**config.mk**
```make
export PLATFORM = sky130hd
export DESIGN_NAME = dbg_mailbox
export DESIGN_NICKNAME = d
export VERILOG_FILES = /design/src/rtl/dbg_mbx_pkg.sv /design/src/rtl/dbg_shift_reg.sv /design/src/rtl/dbg_hold_buf.sv /design/src/rtl/dbg_flag_reg.sv /design/src/rtl/dbg_mailbox.sv
export SDC_FILE = /design/constraint.sdc
export NUM_CORES = 1
export LEC_CHECK = 0
export BUFFER_PORTS_ARGS = -buffer_cell sky130_fd_sc_hd__clkbuf_2
export CORE_UTILIZATION = 40
export CTS_CLUSTER_DIAMETER = 80
export DETAILED_ROUTE_END_ITERATION = 6
export GPL_TIMING_DRIVEN = 0
export PLACE_DENSITY = 0.68
export SLEW_MARGIN = 25
export SYNTH_ARGS = -nofsm -noshare
export SYNTH_HDL_FRONTEND = slang
export SYNTH_SLANG_ARGS = --single-unit
```
**constraint.sdc**
```tcl
create_clock -name clk -period 1.2 [get_ports clk]
set_input_delay 0.18 -clock clk [delete_from_list [all_inputs] [get_ports clk]]
set_output_delay 0.18 -clock clk [all_outputs]
set_load 0.005 [all_outputs]
```
**src/rtl/dbg_mbx_pkg.sv**
```systemverilog
// Package: shared widths and the flag-register bit layout for the debug mailbox.
// Assumes the flag layout fits inside one data word (checked in the top).
package dbg_mbx_pkg;
    parameter int MBX_DATA_W   = 8;   // CPU word and shift-register width
    parameter int MBX_SRC_W    = 2;   // programming-source field width
    localparam int FLG_DONE_BIT = 0;  // transfer-complete position
    localparam int FLG_PEN_BIT  = 1;  // program-enable position
    localparam int FLG_SRC_LSB  = 2;  // source field low bit
endpackage

```
**src/rtl/dbg_shift_reg.sv**
```systemverilog
// Module: serial debug shift register.
// Loads in parallel on capture and shifts toward the LSB on shift, with the
// serial input entering at the MSB. Assumes one strobe per event; clear wins.
module dbg_shift_reg #(
    parameter int DATA_W = 8
) (
    input  logic              clk,
    input  logic              rst_n,
    input  logic              clr,
    input  logic              cap,
    input  logic              shf,
    input  logic [DATA_W-1:0] par_in,
    input  logic              sin,
    output logic [DATA_W-1:0] sr_q,
    output logic              sout
);
    logic [DATA_W-1:0] shift_nx;

    // Build the shifted value bit by bit; the top bit takes the serial input.
    for (genvar i = 0; i < DATA_W; i++) begin : g_bit
        if (i == DATA_W - 1) begin : g_top
            assign shift_nx[i] = sin;
        end else begin : g_mid
            assign shift_nx[i] = sr_q[i+1];
        end
    end

    // Register update: reset/clear, then capture, then shift.
    always_ff @(posedge clk) begin
        if (!rst_n || clr) begin
            sr_q <= '0;
        end else if (cap) begin
            sr_q <= par_in;
        end else if (shf) begin
            sr_q <= shift_nx;
        end
    end

    // Serial output is the current LSB.
    assign sout = sr_q[0];
endmodule

```
**src/rtl/dbg_hold_buf.sv**
```systemverilog
// Module: parallel holding buffer between the CPU and the shift register.
// Clear (test-logic-reset) beats update, and update beats a CPU write.
module dbg_hold_buf #(
    parameter int DATA_W = 8
) (
    input  logic              clk,
    input  logic              rst_n,
    input  logic              clr,
    input  logic              upd,
    input  logic [DATA_W-1:0] upd_data,
    input  logic              cpu_we,
    input  logic [DATA_W-1:0] cpu_wdata,
    output logic [DATA_W-1:0] buf_q
);
    // Holding register with fixed source priority.
    always_ff @(posedge clk) begin
        if (!rst_n || clr) begin
            buf_q <= '0;
        end else if (upd) begin
            buf_q <= upd_data;
        end else if (cpu_we) begin
            buf_q <= cpu_wdata;
        end
    end
endmodule

```
**src/rtl/dbg_flag_reg.sv**
```systemverilog
// Module: handshake flag register (transfer-complete, program-enable, source).
// A CPU write touches only the enable and complete bits and wipes the source
// field. A hardware update set outranks the CPU write; the engine ack is lowest.
module dbg_flag_reg #(
    parameter int SRC_W = 2
) (
    input  logic             clk,
    input  logic             rst_n,
    input  logic             cpu_we,
    input  logic             wr_pen,
    input  logic             wr_done,
    input  logic             upd,
    input  logic             eng_ack,
    input  logic             host_ld,
    input  logic [SRC_W-1:0] host_src,
    output logic [SRC_W-1:0] src_q,
    output logic             pen_q,
    output logic             done_q
);
    // Transfer-complete: update set > CPU write > engine clear.
    always_ff @(posedge clk) begin
        if (!rst_n) begin
            done_q <= 1'b0;
        end else if (upd) begin
            done_q <= 1'b1;
        end else if (cpu_we) begin
            done_q <= wr_done;
        end else if (eng_ack) begin
            done_q <= 1'b0;
        end
    end

    // Program-enable: written only by the CPU.
    always_ff @(posedge clk) begin
        if (!rst_n) begin
            pen_q <= 1'b0;
        end else if (cpu_we) begin
            pen_q <= wr_pen;
        end
    end

    // Source field: any CPU flag write clears it, else the host may load it.
    always_ff @(posedge clk) begin
        if (!rst_n || cpu_we) begin
            src_q <= '0;
        end else if (host_ld) begin
            src_q <= host_src;
        end
    end
endmodule

```
**src/rtl/dbg_mailbox.sv**
```systemverilog
// Module: debug mailbox top. Joins the CPU register port, the TAP event strobes
// and the host source load. Assumes every TAP event is a one-clock strobe that
// is synchronous to clk. Read data is a combinational mux of register state.
module dbg_mailbox #(
    parameter int DATA_W = dbg_mbx_pkg::MBX_DATA_W,
    parameter int SRC_W  = dbg_mbx_pkg::MBX_SRC_W
) (
    input  logic              clk,
    input  logic              rst_n,
    input  logic              cpu_flag_sel,
    input  logic              cpu_buf_sel,
    input  logic              cpu_wr,
    input  logic [DATA_W-1:0] cpu_wdata,
    output logic [DATA_W-1:0] cpu_rdata,
    input  logic              tap_tlr,
    input  logic              tap_capture,
    input  logic              tap_shift,
    input  logic              tap_update,
    input  logic              tap_tdi,
    output logic              tap_tdo,
    input  logic              host_src_ld,
    input  logic [SRC_W-1:0]  host_src,
    input  logic              eng_ack
);
    import dbg_mbx_pkg::*;

    localparam int FLAG_W = FLG_SRC_LSB + SRC_W;
    localparam int PAD_W  = DATA_W - FLAG_W;

    logic              flag_we;
    logic              buf_we;
    logic [DATA_W-1:0] hold_q;
    logic [DATA_W-1:0] shreg_q;
    logic [SRC_W-1:0]  flag_src;
    logic              flag_pen;
    logic              flag_done;
    logic [DATA_W-1:0] flag_word;

    // Elaboration guard: the flag layout must fit in one word.
    if (PAD_W < 1) begin : g_bad_width
        initial $error("dbg_mailbox: DATA_W too small for flag layout");
    end

    // Write decode: the flag select takes the write when both selects are high.
    assign flag_we = cpu_wr && cpu_flag_sel;
    assign buf_we  = cpu_wr && cpu_buf_sel && !cpu_flag_sel;

    dbg_shift_reg #(.DATA_W(DATA_W)) u_shift (
        .clk    (clk),
        .rst_n  (rst_n),
        .clr    (tap_tlr),
        .cap    (tap_capture),
        .shf    (tap_shift),
        .par_in (hold_q),
        .sin    (tap_tdi),
        .sr_q   (shreg_q),
        .sout   (tap_tdo)
    );

    dbg_hold_buf #(.DATA_W(DATA_W)) u_hold (
        .clk       (clk),
        .rst_n     (rst_n),
        .clr       (tap_tlr),
        .upd       (tap_update),
        .upd_data  (shreg_q),
        .cpu_we    (buf_we),
        .cpu_wdata (cpu_wdata),
        .buf_q     (hold_q)
    );

    dbg_flag_reg #(.SRC_W(SRC_W)) u_flag (
        .clk      (clk),
        .rst_n    (rst_n),
        .cpu_we   (flag_we),
        .wr_pen   (cpu_wdata[FLG_PEN_BIT]),
        .wr_done  (cpu_wdata[FLG_DONE_BIT]),
        .upd      (tap_update),
        .eng_ack  (eng_ack),
        .host_ld  (host_src_ld),
        .host_src (host_src),
        .src_q    (flag_src),
        .pen_q    (flag_pen),
        .done_q   (flag_done)
    );

    // Assemble the flag word with the unused upper bits tied to zero.
    assign flag_word = {{PAD_W{1'b0}}, flag_src, flag_pen, flag_done};

    // Read mux: flag first, then buffer, else zero.
    always_comb begin
        if (cpu_flag_sel) begin
            cpu_rdata = flag_word;
        end else if (cpu_buf_sel) begin
            cpu_rdata = hold_q;
        end else begin
            cpu_rdata = '0;
        end
    end
endmodule

```
**Yosys cells after proc, flatten, opt, wreduce, memory -nomap -nowiden**

Cells that the tools add are included.

- Bits in writable memories: 0
- Register bits after elaboration: 20
- Memory bits (read-only): 0
- Bits in latches: 0
- Output and inout bits: 9
- Memories: 0
- Logic and storage cells: 24
- Input bits: 22

- Reduce and logical (&&, ||, !) cells: 10
- Bitwise logic cells: 0
- Magnitude comparators: 0
- Equal/unequal tests: 0
- Multipliers: 0
- Multiplexer cells: 9
- Div/mod/pow operators: 0
- Shift-type cells: 0
- Add/subtract/negate cells: 0

Operator list:

| kind | number |
|---|---|
| two-way mux 8 bit | 6 |
| nonzero test 2 bit | 2 |
| logical AND 1 bit | 3 |
| two-way mux 1 bit | 3 |
| nonzero test 3 bit | 1 |
| logical NOT 1 bit | 2 |
| logical OR 1 bit | 2 |

**Depth between registers and ports, before layout**

- Depth in word-level cells: 4
- Mapped depth: 5
- Depth with buffers taken out: 3

**Hierarchy**

Synthesis repeated with hierarchy kept, for this count alone.

- Cell total of the unflattened synthesis: 99
- Area, all modules: 999.7 µm²

Modules (own cells, without submodules):

| module | area each (µm²) | cells an instance | instances |
|---|---|---|---|
| dbg_shift_reg | 382.9 | 37 | 1 |
| dbg_hold_buf | 375.4 | 36 | 1 |
| dbg_flag_reg | 151.4 | 14 | 1 |
| dbg_mailbox | 90.1 | 12 | 1 |

**Least setup slack after synthesis**

OpenSTA, ideal clock, no wires.

- Path kind: input port to flip-flop
- From: in cpu_wr
- To: reg u_hold.buf_q[0]
- Stages on the path: 5
- Library setup time: 0.116 ns
- Data arrival time: 0.992 ns
- Buffers on the path: 2
- Path slack: 0.092 ns
- Cells stage by stage: and3b_1 > buf_2 > or2_1 > buf_6 > o211a_1

- Word-level cells in the longest chain between the ends: 3

RTL lines:

| item | RTL line | text |
|---|---|---|
| start, declared | dbg_mailbox.sv:12 | `input logic cpu_wr,` |
| logical AND 1 bit (2 in a row) | dbg_mailbox.sv:46 | `assign buf_we = cpu_wr && cpu_buf_sel && !cpu_flag_sel;` |
| nonzero test 2 bit (no line) | n/a |  |
| end signal, assigned | dbg_hold_buf.sv:20 | `buf_q <= upd_data;` |
| end signal, assigned | dbg_hold_buf.sv:22 | `buf_q <= cpu_wdata;` |
| end, declared | dbg_hold_buf.sv:13 | `output logic [DATA_W-1:0] buf_q` |

Every way passes these cells.
A chain may end at the register's enable or synchronous reset.

**Final worst setup path**

- From: reg u_hold.buf_q[3]
- To: out cpu_rdata[3]

- Word-level cells in the longest chain between the ends: 2

RTL lines:

| item | RTL line | text |
|---|---|---|
| two-way mux 8 bit | dbg_mailbox.sv:93 | `end else if (cpu_buf_sel) begin` |
| two-way mux 8 bit | dbg_mailbox.sv:91 | `if (cpu_flag_sel) begin` |
| end, declared | dbg_mailbox.sv:14 | `output logic [DATA_W-1:0] cpu_rdata,` |

Every way passes these cells.

==> results.sh <==
export IMPL_antenna_found_initial=0
export IMPL_grt_overflow_total=0
export IMPL_power_w=0.00147
export IMPL_io_buffers=27
export IMPL_cts_max_level=1
export IMPL_rsz0062_at_grt="yes"
export IMPL_area_growth_pct=24.1
export IMPL_synth_edf_count=0
export IMPL_layout_drive_gt1_share=0.359
export IMPL_synth_most_common_cell="dfxtp_1"
export IMPL_totalWireLength_microns=2320
export IMPL_core_area_sq_mm=0.00245
export IMPL_cpMaxStageDelayCell="dfxtp_2"
export IMPL_ys_types=20
export IMPL_wl_per_cell_microns=13.5
export IMPL_finalMaxSlewViolations=0
export IMPL_firstDrtPassIters=4
export IMPL_crit_required_ns=1.02
export IMPL_cts_tree="done"
export IMPL_hpwl_microns=1670
export IMPL_nFillCells=239
export IMPL_fin_skew_ns=0.0180
export IMPL_drtIter0Drc=12
export IMPL_fin_nets=165
export IMPL_async_flop_share=0
export IMPL_syn_nets=132
export IMPL_drc=0
export IMPL_cts_hold_buffers_added=0
export IMPL_start_kind="flip-flop"
export IMPL_multiInputGateArea_sq_um=591
export IMPL_netlist_area_sq_mm=0.00103
export IMPL_vias=896
export IMPL_grt_pass1_wl_microns=3670
export IMPL_cp_arrival_ns=0.96
export IMPL_p_leak_nw=0.681
export IMPL_cts_sinks=20
export IMPL_die_y_microns=52.7
export IMPL_hold_viol_final=0
export IMPL_worst_path_largest_cell_delay_ns=0.36
export IMPL_end_kind="primary output"
export IMPL_grt_max_degree=13
export IMPL_setup_viol=0
export IMPL_setup_worst_path_class="reg -> out"
export IMPL_viasPerCell=5.21
export IMPL_layout_area_seq_sq_um=405
export IMPL_stdcell_count=172
export IMPL_status="finished clean"
export IMPL_postSynthAreaPerCell_sq_um=9.36
export IMPL_max_cap_viol_count=0
export IMPL_ys_seq_elements=20
export IMPL_period_share=0.949
export IMPL_fmax_mhz=879
export IMPL_synth_area_leaders="dfxtp_1 39%, mux2i_1 17%, mux2_2 8.7%, o211a_1 7.8%, o21ai_0 5.8%"
export IMPL_synth_top_cell_area_share=0.389
export IMPL_antenna_cells=0
export IMPL_grt_pass1_vias=820
export IMPL_vdd_drop_max_v=0.00115
export IMPL_dieArea_sq_mm=0.00278
export IMPL_cts_root_buf="clkbuf_4"
export IMPL_clockBufferDepth=2
export IMPL_drtAntennaViolNets=0
export IMPL_clock_latency_ns=0.32
export IMPL_netlist_top_cells_count="20 x dfxtp_1, 18 x mux2i_1, 12 x o21ai_0"
export IMPL_cp_max_fo=3
export IMPL_ys_flop_type="dfxtp_1"
export IMPL_powerDensity_mw_per_mm2=1150
export IMPL_gp_congestion=0.756
export IMPL_grtUsageTotal=0.186
export IMPL_fin_crit_ns=1.14
export IMPL_worstPathCellList="nand2_1, o21ai_1, buf_2"
export IMPL_slew_headroom=0.598
export IMPL_pin_count=31
export IMPL_hold_class="in -> reg"
export IMPL_clk_pin_slew_ns=0.13
export IMPL_rows=18
export IMPL_start_util=0.419
export IMPL_dpl_cell_count=167
export IMPL_yosysSeqAreaShare=0.389
export IMPL_die_w_microns=52.7
export IMPL_synth_largest_area_cell="dfxtp_1"
export IMPL_synth_cells=110
export IMPL_tightest_slew_ns=0.603
export IMPL_yosys_warnings=0
export IMPL_cts_buffers=3
## cell type report
cell class                      instances  area share
Buffer                                  8      0.0323
Clock buffer                            3      0.0176
Clock inverter                          1      0.0235
Multi-Input combinational cell         81       0.462
Sequential cell                        20       0.317
Tap cell                               30      0.0294
Timing Repair Buffer                   29       0.118
## where the power goes
part	internal, W	switching (W)
combinational	0.0000976	0.0000984
sequential	0.000687	0.0000138
clock	0.000338	0.000230
total	0.00112	0.000343
## worst max-delay path, delay by kind of cell (launching register included)
family / cells / cell delay (ns)
flops: 1 / 0.36
buf+inv: 1 / 0.12
compound gates: 1 / 0.10
simple gates: 1 / 0.05
## logic make-up after synthesis
| logic type | share of synthesized area |
|---|---|
| AOI/OAI and AO/OA | 0.152 |
| DFF | 0.389 |
| buffers and inverters | 0.0437 |
| and+or+nand+nor | 0.153 |
| muxes | 0.262 |
## registers in the layout (all words and copies together) (netlist names)
signal         cells
u_flag.src_q       2
u_flag.pen_q       1
u_flag.done_q      1
u_shift.sr_q       8
u_hold.buf_q       8
## cells in the final DEF, fill, tap and decap left out, drive strengths merged
cell    instances
dfxtp          20
o31a            1
and3            1
nand3           1
nor2           10
a21boi          1
nand2b          1
and3b           2
nor2b           2
or2             1
buf            10
o211a           8
clkbuf         30
and2            4
o21ai          12
nand2          11
mux2            8
mux2i          18
bufinv          1
## layer usage
metal	share of wire	track usage	wire [microns]	vias to the layer above
met1	0.46	0.236	1070	428
met4	0.014	0.0658	32	0
li1	-	-	-	452
met5	0	0	0	-
met3	0.029	0.0435	67	4
met2	0.49	0.304	1150	12
## what timing repair did
action,in CTS,in global routing
resized for setup,6,6
setup endpoints to repair,8,8
buffers inserted,0,2
pin swaps,0,0
hold endpoints to repair,0,0
## worst paths after layout
| path | to | cells after the start | slack (ns) | start |
|---|---|---|---|---|
| worst max-delay path | cpu_rdata[3] | 3 | 0.06 | u_hold.buf_q[3]$_SDFFE_PP0P_ |
| worst min-delay path | u_flag.src_q[1]$_SDFFE_PP0P_ | 3 | 0.09 | host_src[1] |
| worst max register to register | u_shift.sr_q[2]$_SDFFE_PP0P_ | 3 | 0.29 | u_shift.sr_q[3]$_SDFFE_PP0P_ |
| worst min register to register | u_flag.pen_q$_SDFFE_PN0P_ | 2 | 0.48 | u_flag.pen_q$_SDFFE_PN0P_ |
## metrics by stage
step | hold WS (ns) | utilization | cell area (sq um) | worst slack [ns] | TNS, ns
after global routing | 0.0952 | 0.520 | 1280 | -0.0141 | -0.0200
after floorplan | 0.308 | - | 1030 | 0.0917 | 0
after CTS | 0.0960 | 0.514 | 1260 | 0.00551 | 0
final | 0.0909 | 0.520 | 1280 | 0.0617 | 0
after detailed placement | 0.435 | 0.490 | 1200 | -0.113 | -1.34
after global placement | 0.419 | 0.490 | 1200 | -0.110 | -1.08
Note: power is estimated with default switching activity, not from simulation.
